==> config.mk <==
export PLATFORM = sky130hd
export DESIGN_NAME = sector_burst_mover
export DESIGN_NICKNAME = d
export VERILOG_FILES = /design/src/rtl/smv_pkg.sv /design/src/rtl/smv_gate.sv /design/src/rtl/smv_dstage.sv /design/src/rtl/smv_ctrl.sv /design/src/rtl/sector_burst_mover.sv
export SDC_FILE = /design/constraint.sdc
export NUM_CORES = 1
export LEC_CHECK = 0
export BUFFER_PORTS_ARGS = -buffer_cell sky130_fd_sc_hd__buf_2
export CAP_MARGIN = 10
export CORE_AREA = 2 2 222 224
export CTS_CLUSTER_SIZE = 10
export DETAILED_ROUTE_END_ITERATION = 10
export DIE_AREA = 0 0 224 226
export PLACE_DENSITY_LB_ADDON = 0.15
export SLEW_MARGIN = 20
export SYNTH_ARGS = -nofsm -noshare
export SYNTH_HDL_FRONTEND = slang
export SYNTH_SLANG_ARGS = --single-unit
==> constraint.sdc <==
create_clock -name clk -period 6.3 [get_ports clk]
set_input_delay 0.315 -clock clk [delete_from_list [all_inputs] [get_ports clk]]
set_output_delay 0.315 -clock clk [all_outputs]
set_load 0.02 [all_outputs]
==> src/rtl/smv_pkg.sv <==
package smv_pkg;

    typedef enum logic [1:0] {
        ST_IDLE  = 2'd0,
        ST_CHECK = 2'd1,
        ST_BURST = 2'd2,
        ST_FIN   = 2'd3
    } smv_state_e;

endpackage

==> src/rtl/smv_gate.sv <==
module smv_gate #(
    parameter int CNT_W    = 16,
    parameter int TX_CNT_W = 16,
    parameter int RX_CNT_W = 16,
    parameter int BEAT_LG  = 5
) (
    input  logic [TX_CNT_W-1:0] tx_cnt,
    input  logic [RX_CNT_W-1:0] rx_cnt,
    output logic                tx_ok,
    output logic                rx_ok
);
    logic [CNT_W-1:0] tx_full;
    logic [CNT_W-1:0] rx_full;

    // Transmit counter: narrow counters are zero-extended.
    generate
        if (TX_CNT_W < CNT_W) begin : g_tx_pad
            assign tx_full = {{(CNT_W-TX_CNT_W){1'b0}}, tx_cnt};
        end else begin : g_tx_full
            assign tx_full = tx_cnt[CNT_W-1:0];
        end
    endgenerate

    // Receive counter: narrow counters are one-extended.
    generate
        if (RX_CNT_W < CNT_W) begin : g_rx_pad
            assign rx_full = {{(CNT_W-RX_CNT_W){1'b1}}, rx_cnt};
        end else begin : g_rx_full
            assign rx_full = rx_cnt[CNT_W-1:0];
        end
    endgenerate

    // A whole burst is present in the transmit FIFO.
    assign tx_ok = |tx_full[CNT_W-1:BEAT_LG];
    // The receive FIFO is not in its top region.
    assign rx_ok = ~&rx_full[CNT_W-1:BEAT_LG+1];

endmodule

==> src/rtl/smv_dstage.sv <==
module smv_dstage #(
    parameter int DATA_W = 128
) (
    input  logic              clk,
    input  logic              rst_n,
    input  logic              src_en,
    input  logic [DATA_W-1:0] src_data,
    output logic              dst_en,
    output logic [DATA_W-1:0] dst_data
);
    logic en_d, en_q;

    always_comb begin
        en_d = src_en;
    end

    always_ff @(posedge clk) begin
        if (!rst_n) en_q <= 1'b0;
        else        en_q <= en_d;
    end

    // Source data is valid one cycle after its enable, aligned with en_q.
    assign dst_en   = en_q;
    assign dst_data = src_data;

endmodule

==> src/rtl/smv_ctrl.sv <==
module smv_ctrl
    import smv_pkg::*;
#(
    parameter int LEN_W   = 16,
    parameter int BEAT_LG = 5
) (
    input  logic             clk,
    input  logic             rst_n,
    input  logic             start,
    input  logic             dir,
    input  logic [LEN_W-1:0] sectors,
    input  logic             tx_ok,
    input  logic             rx_ok,
    input  logic             buf_ready,
    output logic             busy,
    output logic             done,
    output logic             tx_en,
    output logic             brd_en
);
    localparam int                 BEATS     = 1 << BEAT_LG;
    localparam logic [BEAT_LG-1:0] LAST_BEAT = BEAT_LG'(BEATS - 1);
    localparam int                 RUN_W     = BEAT_LG + 2;

    typedef struct packed {
        smv_state_e         st;
        logic               dir;
        logic [LEN_W-1:0]   rem;
        logic [BEAT_LG-1:0] beat;
    } ctrl_t;

    ctrl_t cur_q, nxt_d;

    always_comb begin
        nxt_d = cur_q;
        unique case (cur_q.st)
            ST_IDLE: begin
                if (start) begin
                    nxt_d.dir  = dir;
                    nxt_d.rem  = sectors;
                    nxt_d.beat = '0;
                    nxt_d.st   = (sectors == '0) ? ST_FIN : ST_CHECK;
                end
            end
            ST_CHECK: begin
                if (buf_ready && (cur_q.dir ? rx_ok : tx_ok)) begin
                    nxt_d.beat = '0;
                    nxt_d.st   = ST_BURST;
                end
            end
            ST_BURST: begin
                nxt_d.beat = cur_q.beat + 1'b1;
                if (cur_q.beat == LAST_BEAT) begin
                    nxt_d.rem = cur_q.rem - LEN_W'(1);
                    nxt_d.st  = (cur_q.rem == LEN_W'(1)) ? ST_FIN : ST_CHECK;
                end
            end
            ST_FIN: begin
                nxt_d.st = ST_IDLE;
            end
            default: nxt_d.st = ST_IDLE;
        endcase
    end

    always_ff @(posedge clk) begin
        if (!rst_n) begin
            cur_q.st   <= ST_IDLE;
            cur_q.dir  <= 1'b0;
            cur_q.rem  <= '0;
            cur_q.beat <= '0;
        end else begin
            cur_q <= nxt_d;
        end
    end

    assign busy   = (cur_q.st != ST_IDLE);
    assign done   = (cur_q.st == ST_FIN);
    assign tx_en  = (cur_q.st == ST_BURST) && !cur_q.dir;
    assign brd_en = (cur_q.st == ST_BURST) &&  cur_q.dir;

    // Checker state: length of the current enable run.
    logic [RUN_W-1:0] tx_run_q, brd_run_q;
    always_ff @(posedge clk) begin
        if (!rst_n) begin
            tx_run_q  <= '0;
            brd_run_q <= '0;
        end else begin
            tx_run_q  <= tx_en  ? tx_run_q  + 1'b1 : '0;
            brd_run_q <= brd_en ? brd_run_q + 1'b1 : '0;
        end
    end

    a_r3_tx_run_len: assert property (@(posedge clk) disable iff (!rst_n)
        (!tx_en && tx_run_q != '0) |-> tx_run_q == RUN_W'(BEATS));
    a_r3_brd_run_len: assert property (@(posedge clk) disable iff (!rst_n)
        (!brd_en && brd_run_q != '0) |-> brd_run_q == RUN_W'(BEATS));
    a_r7_done_ends_busy: assert property (@(posedge clk) disable iff (!rst_n)
        done |=> !busy);
    a_r8_zero_count: assert property (@(posedge clk) disable iff (!rst_n)
        (start && !busy && sectors == '0) |=> (done && !tx_en && !brd_en));
    a_r9_start_ignored: assert property (@(posedge clk) disable iff (!rst_n)
        (busy && !done && start) |=> busy);

endmodule

==> src/rtl/sector_burst_mover.sv <==
module sector_burst_mover #(
    parameter int DATA_W   = 128,
    parameter int LEN_W    = 16,
    parameter int CNT_W    = 16,
    parameter int TX_CNT_W = 16,
    parameter int RX_CNT_W = 16,
    parameter int BEAT_LG  = 5
) (
    input  logic                clk,
    input  logic                rst_n,
    input  logic                start,
    input  logic                dir,
    input  logic [LEN_W-1:0]    sectors,
    output logic                busy,
    output logic                done,
    input  logic [TX_CNT_W-1:0] tx_rd_cnt,
    output logic                tx_rd_en,
    input  logic [DATA_W-1:0]   tx_rd_data,
    input  logic [RX_CNT_W-1:0] rx_wr_cnt,
    output logic                rx_wr_en,
    output logic [DATA_W-1:0]   rx_wr_data,
    input  logic                buf_ready,
    output logic                buf_wr_en,
    output logic [DATA_W-1:0]   buf_wr_data,
    output logic                buf_rd_en,
    input  logic [DATA_W-1:0]   buf_rd_data
);
    logic tx_ok, rx_ok;

    smv_gate #(
        .CNT_W   (CNT_W),
        .TX_CNT_W(TX_CNT_W),
        .RX_CNT_W(RX_CNT_W),
        .BEAT_LG (BEAT_LG)
    ) u_gate (
        .tx_cnt(tx_rd_cnt),
        .rx_cnt(rx_wr_cnt),
        .tx_ok (tx_ok),
        .rx_ok (rx_ok)
    );

    smv_ctrl #(
        .LEN_W  (LEN_W),
        .BEAT_LG(BEAT_LG)
    ) u_ctrl (
        .clk      (clk),
        .rst_n    (rst_n),
        .start    (start),
        .dir      (dir),
        .sectors  (sectors),
        .tx_ok    (tx_ok),
        .rx_ok    (rx_ok),
        .buf_ready(buf_ready),
        .busy     (busy),
        .done     (done),
        .tx_en    (tx_rd_en),
        .brd_en   (buf_rd_en)
    );

    smv_dstage #(.DATA_W(DATA_W)) u_wr_stage (
        .clk     (clk),
        .rst_n   (rst_n),
        .src_en  (tx_rd_en),
        .src_data(tx_rd_data),
        .dst_en  (buf_wr_en),
        .dst_data(buf_wr_data)
    );

    smv_dstage #(.DATA_W(DATA_W)) u_rd_stage (
        .clk     (clk),
        .rst_n   (rst_n),
        .src_en  (buf_rd_en),
        .src_data(buf_rd_data),
        .dst_en  (rx_wr_en),
        .dst_data(rx_wr_data)
    );

    a_r2_tx_gate: assert property (@(posedge clk) disable iff (!rst_n)
        $rose(tx_rd_en) |-> $past(tx_ok && buf_ready));
    a_r5_rx_gate: assert property (@(posedge clk) disable iff (!rst_n)
        $rose(buf_rd_en) |-> $past(rx_ok && buf_ready));
    a_r10_one_direction: assert property (@(posedge clk) disable iff (!rst_n)
        !(tx_rd_en && buf_rd_en));
    a_r4_wr_follows: assert property (@(posedge clk) disable iff (!rst_n)
        tx_rd_en |=> buf_wr_en);
    a_r6_rx_follows: assert property (@(posedge clk) disable iff (!rst_n)
        buf_rd_en |=> rx_wr_en);

endmodule

==> run_results.csv, run 1 <==
group,metric,value,unit
floorplan,start_util,0.0762,
sta,slew_headroom,0.389,
synth,yosysSeqAreaShare,0.141,
clock_tree,cts_tree,"done",
clock_tree,numCtsBuffers,3,
worst_setup_path,worstPathCellList,"inv_1, ha_1, nand2b_1, o211ai_1, buf_4, or3_2, o211ai_1, a21oi_2",
synth,syn_area_per_cell,7.85,um2
sta,period_share,0.403,
sta,final-hold-violation-count,0,
place,gp_congestion,0.598,
worst_setup_path,endpoint_kind,"register",
worst_setup_path,path_max_fanout,19,
place,dp_slack,3740,ps
sta,finalMaxSlewViolations,0,
route,vias_per_cell,2.50,
worst_setup_path,path_delay_family,"simple AND/OR/NAND/NOR gates",
worst_hold_path,hold_path_class,"input pin to register",
worst_hold_path,hp-start,"sectors[11]",
clock_tree,clock_sinks,26,
clock_tree,cts.root.buffer_cell,"clkbuf_16",
synth,async_reset_ff_frac,0,
synth,netlist_area,0.00368,mm2
worst_setup_path,crit_buf_inv,2,
cells_and_area,final_cells,877,
worst_setup_path,cp.arrival,2690,ps
sta,final-setup-viol-count,0,
synth,syn-num-nets,788,
run_status,status,"finished, final reports clean",
clock_tree,clkLatencyLatePin,270,ps
worst_hold_path,hold_depth,3,
worst_setup_path,required,6450,ps
synth,syn_inst,469,
worst_setup_path,cp.depth,8,
global_routing,grt_max_degree,36,
floorplan,rows,81,
sta,hold_ws,362,ps
worst_setup_path,r2r-end,"u_ctrl.cur_q[18]",
route,routed_wl,14.8,mm
global_routing,track_usage,0.0563,
place,io_buffer_count,47,
floorplan,io-pin-count,571,
worst_setup_path,reg2reg_from,"u_ctrl.cur_q[22]",
route,drtIter0Drc,78,
global_routing,grt.overflow.total,0,
cells_and_area,nNetsFinal,574,
power,p_leak,0.882,nW
floorplan,coreArea,0.0483,mm2
clock_tree,htree_levels,1,
synth,yosysWarningCount,0,
route,drc,0,
global_routing,grt_pass1_wl,19.4,mm
power,power_density,382,mW/mm2
synth,synth_edf_count,0,
worst_setup_path,reg2reg_slack,3760,ps
worst_setup_path,cp_slowest_cell,"dfxtp_1",
synth,synth_cell_type_count,50,
clock_tree,hold_buffers,0,
sta,max_freq,394,MHz
route,drt_pass1_iterations,4,
worst_setup_path,cp-start-kind,"register",
cells_and_area,layout-drive-gt1-share,0.260,
route,num_vias,2194,
global_routing,grt_pass1_vias,2429,
worst_setup_path,worstSetupPathType,"register to register",
synth,synth_flop_cell,"dfxtp_1",
floorplan,die_area,0.0506,mm2
clock_tree,clockBufferDepth,2,
synth,synth_seq_cells,26,
route,wl_per_cell,16.8,um
cells_and_area,area_growth_syn_to_layout,-24.0,%
place,dp.cells,872,
power,peakVddDrop,136,uV
sta,worst_slew_pin_slew,914,ps
clock_tree,clkTransAtPathRegs,80,ps
clock_tree,post-cts-setup-buffer-count,0,
global_routing,grt_antenna_before_repair,10,
route,antenna_left,0,
sta,grt_setup_unrepaired,"no",
floorplan,die_y,226,um
clock_tree,post_cts_resized,0,
worst_setup_path,reg2reg_depth,8,
worst_setup_path,cpMostUsedCell,"o211ai_1",
worst_hold_path,hold_path_end,"u_ctrl.cur_q[16]",
sta,setup_ws,3760,ps
sta,fin_crit,2540,ps
worst_setup_path,critPathMaxStageDelay,430,ps
sta,finalClockSkew,3.08,ps
sta,fin_setup_tns,0,ps
place,dp_hpwl,12.1,mm
floorplan,fp.dieW,224,um
flow_run,drv_cap,0,
[Yosys cell counts (2+ instances only)]
| cell type | n | area [um2] |
|---|---|---|
| nor2_1 | 14 | 52.6 |
| a31oi_1 | 3 | 18.8 |
| a41oi_1 | 2 | 17.5 |
| buf_6 | 2 | 22.5 |
| nor4_1 | 7 | 43.8 |
| mux2i_1 | 3 | 30.0 |
| o211ai_1 | 3 | 22.5 |
| nand4_1 | 8 | 50.1 |
| nor3_1 | 8 | 40.0 |
| o21ai_0 | 19 | 95.1 |
| nor3b_1 | 2 | 15.0 |
| and3_1 | 3 | 18.8 |
| clkbuf_1 | 8 | 30.0 |
| or4_1 | 2 | 15.0 |
| o31ai_1 | 2 | 15.0 |
| a21boi_0 | 4 | 30.0 |
| o21a_1 | 3 | 22.5 |
| o221a_2 | 4 | 45.0 |
| nor2b_1 | 5 | 31.3 |
| a22oi_1 | 3 | 22.5 |
| a21oi_1 | 10 | 50.1 |
| nand2b_1 | 2 | 12.5 |
| ha_1 | 10 | 125 |
| nand3_1 | 6 | 30.0 |
| nand2_1 | 11 | 41.3 |
| and2_1 | 8 | 50.1 |
| dfxtp_1 | 26 | 521 |
| a32oi_1 | 2 | 17.5 |
| inv_1 | 9 | 33.8 |
| buf_4 | 256 | 1920 |
| o211a_1 | 3 | 30.0 |
| clkbuf_8 | 2 | 27.5 |
| or4b_2 | 2 | 20.0 |
[worst max-delay path by stage]
| stage | start | end | slack [ps] |
|---|---|---|---|
| 2_1_floorplan | u_ctrl.cur_q[0] | u_ctrl.cur_q[17] | 4210 |
| 3_3_place_gp | u_ctrl.cur_q[22] | u_ctrl.cur_q[18] | 3730 |
| 3_5_place_dp | u_ctrl.cur_q[23] | u_ctrl.cur_q[18] | 3740 |
| 4_1_cts | u_ctrl.cur_q[23] | u_ctrl.cur_q[18] | 3710 |
| 5_1_grt | u_ctrl.cur_q[23] | u_ctrl.cur_q[18] | 3600 |
| 6_report | u_ctrl.cur_q[22] | u_ctrl.cur_q[18] | 3760 |
[cell usage in the layout, fill, tap and decap left out, types with 5 or more instances in the layout]
cell type / netlist / final
buf_2: 0 / 47
a21oi_1: 10 / 10
ha_1: 10 / 10
and2_1: 8 / 8
nand4_1: 8 / 8
inv_1: 9 / 9
nor2_1: 14 / 14
nand3_1: 6 / 6
dfxtp_1: 26 / 26
nor4_1: 7 / 7
nor3_1: 8 / 8
o21ai_0: 19 / 19
nor2b_1: 5 / 5
nand2_1: 11 / 11
[cells by family after synthesis]
kind of cell,Yosys count,synth area share
compound gates,65,0.122
simple gates,88,0.141
buf+inv,277,0.553
mux,3,0.00816
flops,26,0.141
fa+ha+maj,10,0.0340
[power breakdown]
group	total, mW	internal, mW	switching (mW)
registers	0.269	0.211	0.0588
logic	0.633	0.229	0.404
clock network	0.168	0.0978	0.0702
[area by class of cell]
| type | instances | area [um2] |
|---|---|---|
| Inverter | 9 | 33.8 |
| Tap cell | 622 | 778 |
| Timing Repair Buffer | 49 | 250 |
| Sequential cell | 26 | 520 |
| Multi-Input combinational cell | 166 | 1130 |
| Fill cell | 5661 | 45500 |
| Clock buffer | 4 | 88.8 |
| Antenna cell | 1 | 2.50 |
[per-layer routing]
layer	track usage	wire length [um]	up-vias
met5	0	58	-
met4	0.0385	937	8
met3	0.0431	2400	118
li1	-	-	887
met2	0.0916	6810	277
met1	0.0477	4540	904
[worst reg2reg max path: cells and delay by family, from the launching register on]
kind,cells,cell delay [ps]
and+or+nand+nor,2,660
AOI/OAI and AO/OA,3,540
buffers and inverters,2,470
DFF,1,430
adders and majority gates,1,320
[sequential cells by signal, summed over array words and instances (netlist names)]
register,flops
u_rd_stage.dst_en,1
u_ctrl.cur_q,24
u_wr_stage.dst_en,1
[stage by stage]
step | utilization | total power [mW] | area (um2)
after floorplan | - | 0.949 | 3680
after global placement | 0.0560 | 0.931 | 2710
after detailed placement | 0.0560 | 0.928 | 2710
after CTS | 0.0579 | 1.11 | 2800
after global routing | 0.0579 | 1.19 | 2800
final | 0.0579 | 1.07 | 2800
Power figures use the tool's default switching activity.
==> inputs of run 2 (changes only) <==
--- a/config.mk
+++ b/config.mk
@@ -5,12 +5,13 @@
 export SDC_FILE = /design/constraint.sdc
 export NUM_CORES = 1
 export LEC_CHECK = 0
+export ABC_AREA = 1
 export BUFFER_PORTS_ARGS = -buffer_cell sky130_fd_sc_hd__buf_2
 export CAP_MARGIN = 10
-export CORE_AREA = 2 2 222 224
+export CORE_AREA = 2 2 225 227
 export CTS_CLUSTER_SIZE = 10
 export DETAILED_ROUTE_END_ITERATION = 10
-export DIE_AREA = 0 0 224 226
+export DIE_AREA = 0 0 227 229
 export PLACE_DENSITY_LB_ADDON = 0.15
 export SLEW_MARGIN = 20
 export SYNTH_ARGS = -nofsm -noshare
==> constraint.sdc (replaced) <==
create_clock -name clk -period 2.5 [get_ports clk]
set_input_delay 0.125 -clock clk [delete_from_list [all_inputs] [get_ports clk]]
set_output_delay 0.125 -clock clk [all_outputs]
set_load 0.02 [all_outputs]
==> run_results.csv, run 2 <==
group,metric,value,unit
floorplan,rows,82,
worst_setup_path,cp-start-kind,"register",
cells_and_area,nNetsFinal,649,
global_routing,grt_pass1_vias,2331,
route,routed_wl,12.8,mm
synth,syn_area_per_cell,6.98,um2
clock_tree,numCtsBuffers,3,
sta,finalMaxSlewViolations,0,
global_routing,grt_antenna_before_repair,8,
sta,fin_crit,1860,ps
cells_and_area,final_cell_mix,"59 x nand2_1, 48 x nor2_1, 47 x buf_2, 29 x a21oi_1, 27 x o21ai_0",
synth,synth_most_common_cell,"buf_4",
place,dp_slack,614,ps
sta,hold_ws,123,ps
power,peakVddDrop,257,uV
worst_setup_path,required,2710,ps
synth,synth_cell_type_count,32,
synth,synthTopCellsByCount,"257 x buf_4, 59 x nand2_1, 48 x nor2_1",
synth,netlist_area,0.00376,mm2
clock_tree,cts_tree,"done",
place,dp_hpwl,10.3,mm
floorplan,die_y,229,um
sta,setup_ws,641,ps
cells_and_area,final_core_util,0.0597,
global_routing,grt.overflow.total,0,
worst_setup_path,endpoint_kind,"register",
sta,max_freq,538,MHz
floorplan,coreArea,0.0497,mm2
route,num_vias,2315,
floorplan,die_area,0.0520,mm2
clock_tree,clkTransAtPathRegs,80,ps
sta,worst_slew_pin_slew,524,ps
cells_and_area,final_common_cell,"nand2_1",
synth,synth_flop_cell,"dfxtp_1",
route,wl_per_cell,12.8,um
sta,fin_setup_tns,0,ps
sta,finalClockSkew,2.76,ps
cells_and_area,area_growth_syn_to_layout,-21.3,%
floorplan,io-pin-count,571,
run_status,status,"finished, final reports clean",
synth,yosysWarningCount,0,
sta,final-hold-violation-count,0,
power,p_leak,1.03,nW
synth,async_reset_ff_frac,0,
worst_setup_path,worstSetupPathType,"register to register",
clock_tree,htree_levels,1,
cells_and_area,largest_register_ff_count,24,
power,power_density,902,mW/mm2
synth,synth_seq_cells,26,
clock_tree,hold_buffers,0,
global_routing,grt_max_degree,25,
clock_tree,post-cts-setup-buffer-count,0,
sta,slew_headroom,0.651,
synth,yosysTopAreaCellShare,0.512,
floorplan,start_util,0.0758,
clock_tree,post_cts_resized,0,
route,drt_pass1_iterations,4,
cells_and_area,layout-drive-gt1-share,0.222,
worst_setup_path,cp.arrival,2070,ps
worst_setup_path,critPathMaxStageDelay,390,ps
cells_and_area,top_register,"u_ctrl.cur_q",
sta,grt_setup_unrepaired,"no",
global_routing,track_usage,0.0465,
global_routing,grt_pass1_wl,17.2,mm
place,gp_congestion,0.624,
synth,synth_top_area_cell,"buf_4",
synth,netlist_top_cells_area,"buf_4 51%, dfxtp_1 14%, nand2_1 5.9%",
clock_tree,clock_sinks,26,
worst_setup_path,path_max_fanout,17,
synth,synth_edf_count,0,
worst_setup_path,cp_slowest_cell,"dfxtp_1",
route,vias_per_cell,2.31,
floorplan,fp.dieW,227,um
route,antenna_left,0,
route,drc,0,
worst_setup_path,worstPathCellList,"inv_1, ha_1, inv_2, or2_1, nand2_2, a21oi_4, buf_4, o21ai_0, a21oi_1",
synth,syn_inst,539,
synth,syn-num-nets,858,
sta,period_share,0.743,
place,io_buffer_count,47,
clock_tree,clkLatencyLatePin,270,ps
clock_tree,clockBufferDepth,2,
synth,yosysSeqAreaShare,0.138,
flow_run,drv_cap,0,
sta,final-setup-viol-count,0,
worst_hold_path,hold_path_class,"input pin to register",
clock_tree,cts.root.buffer_cell,"clkbuf_16",
route,drtIter0Drc,111,
## run 2: changes by cell type in the layout (fill, tap and decap cells not counted), sizes merged, moves of 7 or more
| cell | before | now |
|---|---|---|
| nand2 | 11 | 61 |
| nor4 | 8 | 1 |
| inv | 9 | 25 |
| nand3 | 6 | 17 |
| a21oi | 11 | 40 |
| nor2 | 14 | 50 |
| and2 | 8 | 1 |
| o21ai | 19 | 27 |
## run 2: final timing paths
| kind | from | end | slack (ps) | cells after the start |
|---|---|---|---|---|
| max | u_ctrl.cur_q[22] | u_ctrl.cur_q[20] | 640 | 9 |
| max reg2reg | u_ctrl.cur_q[22] | u_ctrl.cur_q[20] | 640 | 9 |
| min reg2reg | u_ctrl.cur_q[4] | u_ctrl.cur_q[4] | 510 | 2 |
| min | dir | u_ctrl.cur_q[21] | 120 | 3 |
## run 2: layer usage
metal,vias to the layer above,track usage,part of all wire
li1,1027,-,-
met1,922,0.0435,0.33
met2,205,0.0592,0.38
met3,151,0.0301,0.16
met4,10,0.0633,0.13
met5,-,0,0.0058
## run 2: power by group
| group | internal (mW) | leakage, nW | switching, mW |
|---|---|---|---|
| combinational | 0.511 | 0.773 | 1.05 |
| sequential | 0.557 | 0.214 | 0.129 |
| clock | 0.246 | 0.0442 | 0.178 |
| total | 1.32 | 1.03 | 1.36 |
## run 2: cell type report
class | count | area, um2
Antenna cell | 2 | 5.00
Clock buffer | 4 | 88.8
Fill cell | 5930 | 46700
Inverter | 25 | 96.3
Multi-Input combinational cell | 224 | 1150
Sequential cell | 26 | 520
Tap cell | 672 | 841
Timing Repair Buffer | 50 | 258
## run 2: cells by family after synthesis
group           share of synthesized area
compound gates                      0.112
xor+xnor                          0.00698
fa+ha+maj                          0.0332
buf+inv                             0.555
flops                               0.138
simple gates                        0.155
## run 2: critical path, delay by kind of cell, from the launching register on
kind                     cells  cell delay [ps]
adder cells (fa/ha/maj)      1              230
flip-flops                   1              390
AO/OA/AOI/OAI                3              420
AND/OR/NAND/NOR              2              210
buffers and inverters        3              540
## run 2: through the flow
| step | instance area, um2 | instances | power (mW) |
|---|---|---|---|
| 2_1_floorplan | 3760 | 539 | 2.48 |
| 3_3_place_gp | 2870 | 997 | 2.33 |
| 3_5_place_dp | 2870 | 997 | 2.31 |
| 4_1_cts | 2960 | 1001 | 2.76 |
| 5_1_grt | 2960 | 1001 | 2.97 |
| 6_report | 2960 | 1003 | 2.67 |
==> inputs of run 3 (changes only) <==
==> constraint.sdc (replaced) <==
create_clock -name clk -period 1.91 [get_ports clk]
set_input_delay 0.0955 -clock clk [delete_from_list [all_inputs] [get_ports clk]]
set_output_delay 0.0955 -clock clk [all_outputs]
set_load 0.02 [all_outputs]
==> run_results.csv, run 3 (synthesized netlist as in run 2, its figures left out) <==
group,metric,value,unit
run_status,status,"finished, final reports clean",
route,antenna_left,0,
floorplan,rows,82,
cells_and_area,final_common_cell,"nand2_1",
worst_hold_path,hold_path_class,"input pin to register",
sta,final-setup-viol-count,0,
clock_tree,numCtsBuffers,3,
sta,max_freq,570,MHz
worst_hold_path,hp-start,"dir",
sta,fin_crit,1760,ps
place,dp.cells,1001,
floorplan,start_util,0.0758,
worst_setup_path,reg2reg_slack,150,ps
sta,finalClockSkew,5.71,ps
worst_setup_path,required,2070,ps
route,num_vias,2377,
sta,hold_ws,86.5,ps
clock_tree,htree_levels,1,
sta,final-hold-violation-count,0,
worst_setup_path,crit_buf_inv,2,
cells_and_area,final_cell_mix,"59 x nand2_1, 48 x nor2_1, 47 x buf_2, 29 x a21oi_1, 25 x o21ai_0",
cells_and_area,multi_input_area,0.00116,mm2
floorplan,fp.dieW,227,um
cells_and_area,regArea,523,um2
worst_setup_path,cp-start-kind,"register",
route,drc,0,
sta,period_share,0.919,
clock_tree,clockBufferDepth,2,
cells_and_area,num-fill-cells,5941,
worst_setup_path,worstPathCellList,"ha_2, nand2_1, nor2_1, ha_1, or2_1, nand2_2, a21oi_4, buf_12, buf_4, o21ai_0, a21oi_1",
global_routing,grt.overflow.total,0,
worst_setup_path,critPathMaxStageDelay,340,ps
route,wl_per_cell,13.0,um
worst_setup_path,cp.arrival,1920,ps
cells_and_area,nNetsFinal,655,
worst_setup_path,r2r-end,"u_ctrl.cur_q[13]",
route,drtIter0Drc,93,
flow_run,drv_cap,0,
worst_setup_path,reg2reg_from,"u_ctrl.cur_q[0]",
clock_tree,clock_sinks,26,
worst_hold_path,hold_path_end,"u_ctrl.cur_q[21]",
cells_and_area,largest_register_ff_count,24,
cells_and_area,final_core_util,0.0612,
cells_and_area,layout-drive-gt1-share,0.243,
power,power_density,1220,mW/mm2
clock_tree,cts.root.buffer_cell,"clkbuf_16",
worst_hold_path,hold_depth,3,
sta,fin_setup_tns,0,ps
global_routing,grt_pass1_wl,17.7,mm
worst_setup_path,path_delay_family,"simple AND/OR/NAND/NOR gates",
cells_and_area,final_cells,1010,
place,dp_hpwl,10.4,mm
route,routed_wl,13.1,mm
worst_setup_path,endpoint_kind,"register",
power,p_leak,1.06,nW
floorplan,die_area,0.0520,mm2
worst_setup_path,worstSetupPathType,"register to register",
place,gp_congestion,0.631,
sta,finalMaxSlewViolations,0,
route,vias_per_cell,2.35,
clock_tree,clkTransAtPathRegs,70,ps
global_routing,grt_antenna_before_repair,5,
floorplan,io-pin-count,571,
global_routing,grt_max_degree,25,
clock_tree,clkLatencyLatePin,270,ps
place,io_buffer_count,47,
route,drt_pass1_iterations,4,
global_routing,grt_pass1_vias,2403,
worst_setup_path,path_max_fanout,5,
sta,worst_slew_pin_slew,503,ps
floorplan,die_y,229,um
sta,grt_setup_unrepaired,"no",
worst_setup_path,cp_slowest_cell,"dfxtp_2",
global_routing,track_usage,0.0480,
cells_and_area,top_register,"u_ctrl.cur_q",
cells_and_area,area_growth_syn_to_layout,-19.3,%
sta,slew_headroom,0.665,
clock_tree,cts_tree,"done",
worst_setup_path,reg2reg_depth,11,
floorplan,coreArea,0.0497,mm2
power,peakVddDrop,340,uV
run 3: worst reg2reg max path: cells and delay by family, from the launching register on:
kind / cells / cell delay, ps
DFF: 1 / 340
AOI/OAI and AO/OA: 3 / 230
adders and majority gates: 2 / 360
and+or+nand+nor: 4 / 420
buffers and inverters: 2 / 290
run 3: worst max-delay path by stage:
stage                                 from               end  slack (ps)  cells after the start
after floorplan           u_ctrl.cur_q[22]  u_ctrl.cur_q[20]         240                     11
after global placement     u_ctrl.cur_q[0]  u_ctrl.cur_q[16]         120                     10
after detailed placement   u_ctrl.cur_q[0]   u_ctrl.cur_q[6]         130                     10
after CTS                  u_ctrl.cur_q[0]   u_ctrl.cur_q[6]         110                     10
after global routing       u_ctrl.cur_q[0]  u_ctrl.cur_q[18]          10                     11
final                      u_ctrl.cur_q[0]  u_ctrl.cur_q[13]         150                     11
run 3: area by class of cell:
type | count | area share
Sequential cell | 26 | 0.172
Tap cell | 672 | 0.277
Multi-Input combinational cell | 224 | 0.380
Antenna cell | 4 | 0.00329
Inverter | 25 | 0.0325
Timing Repair Buffer | 56 | 0.110
Clock buffer | 3 | 0.0247
run 3: where the power goes:
| group | switching (mW) | internal (mW) |
|---|---|---|
| logic | 1.43 | 0.856 |
| registers | 0.172 | 0.734 |
| clock network | 0.225 | 0.279 |
| total | 1.83 | 1.87 |
run 3: per-stage QoR:
stage / power (mW) / setup WS (ps) / cell area [um2]
floorplan: 3.24 / 237 / 3760
global route: 4.11 / 10.2 / 3030
CTS: 3.65 / 110 / 2990
finish: 3.70 / 154 / 3040
detailed placement: 3.10 / 131 / 2910
global placement: 3.14 / 120 / 2910
run 3: timing repair:
item / CTS / global route
hold buffers: 0 / 0
resized for setup: 0 / 9
setup buffers: 0 / 1
setup endpoints to repair: 0 / 16
run 3: routing by layer:
metal	GRT usage	part of all wire
met2	0.0538	0.34
met5	0	0.0021
met4	0.0754	0.16
met1	0.0473	0.34
met3	0.0308	0.15
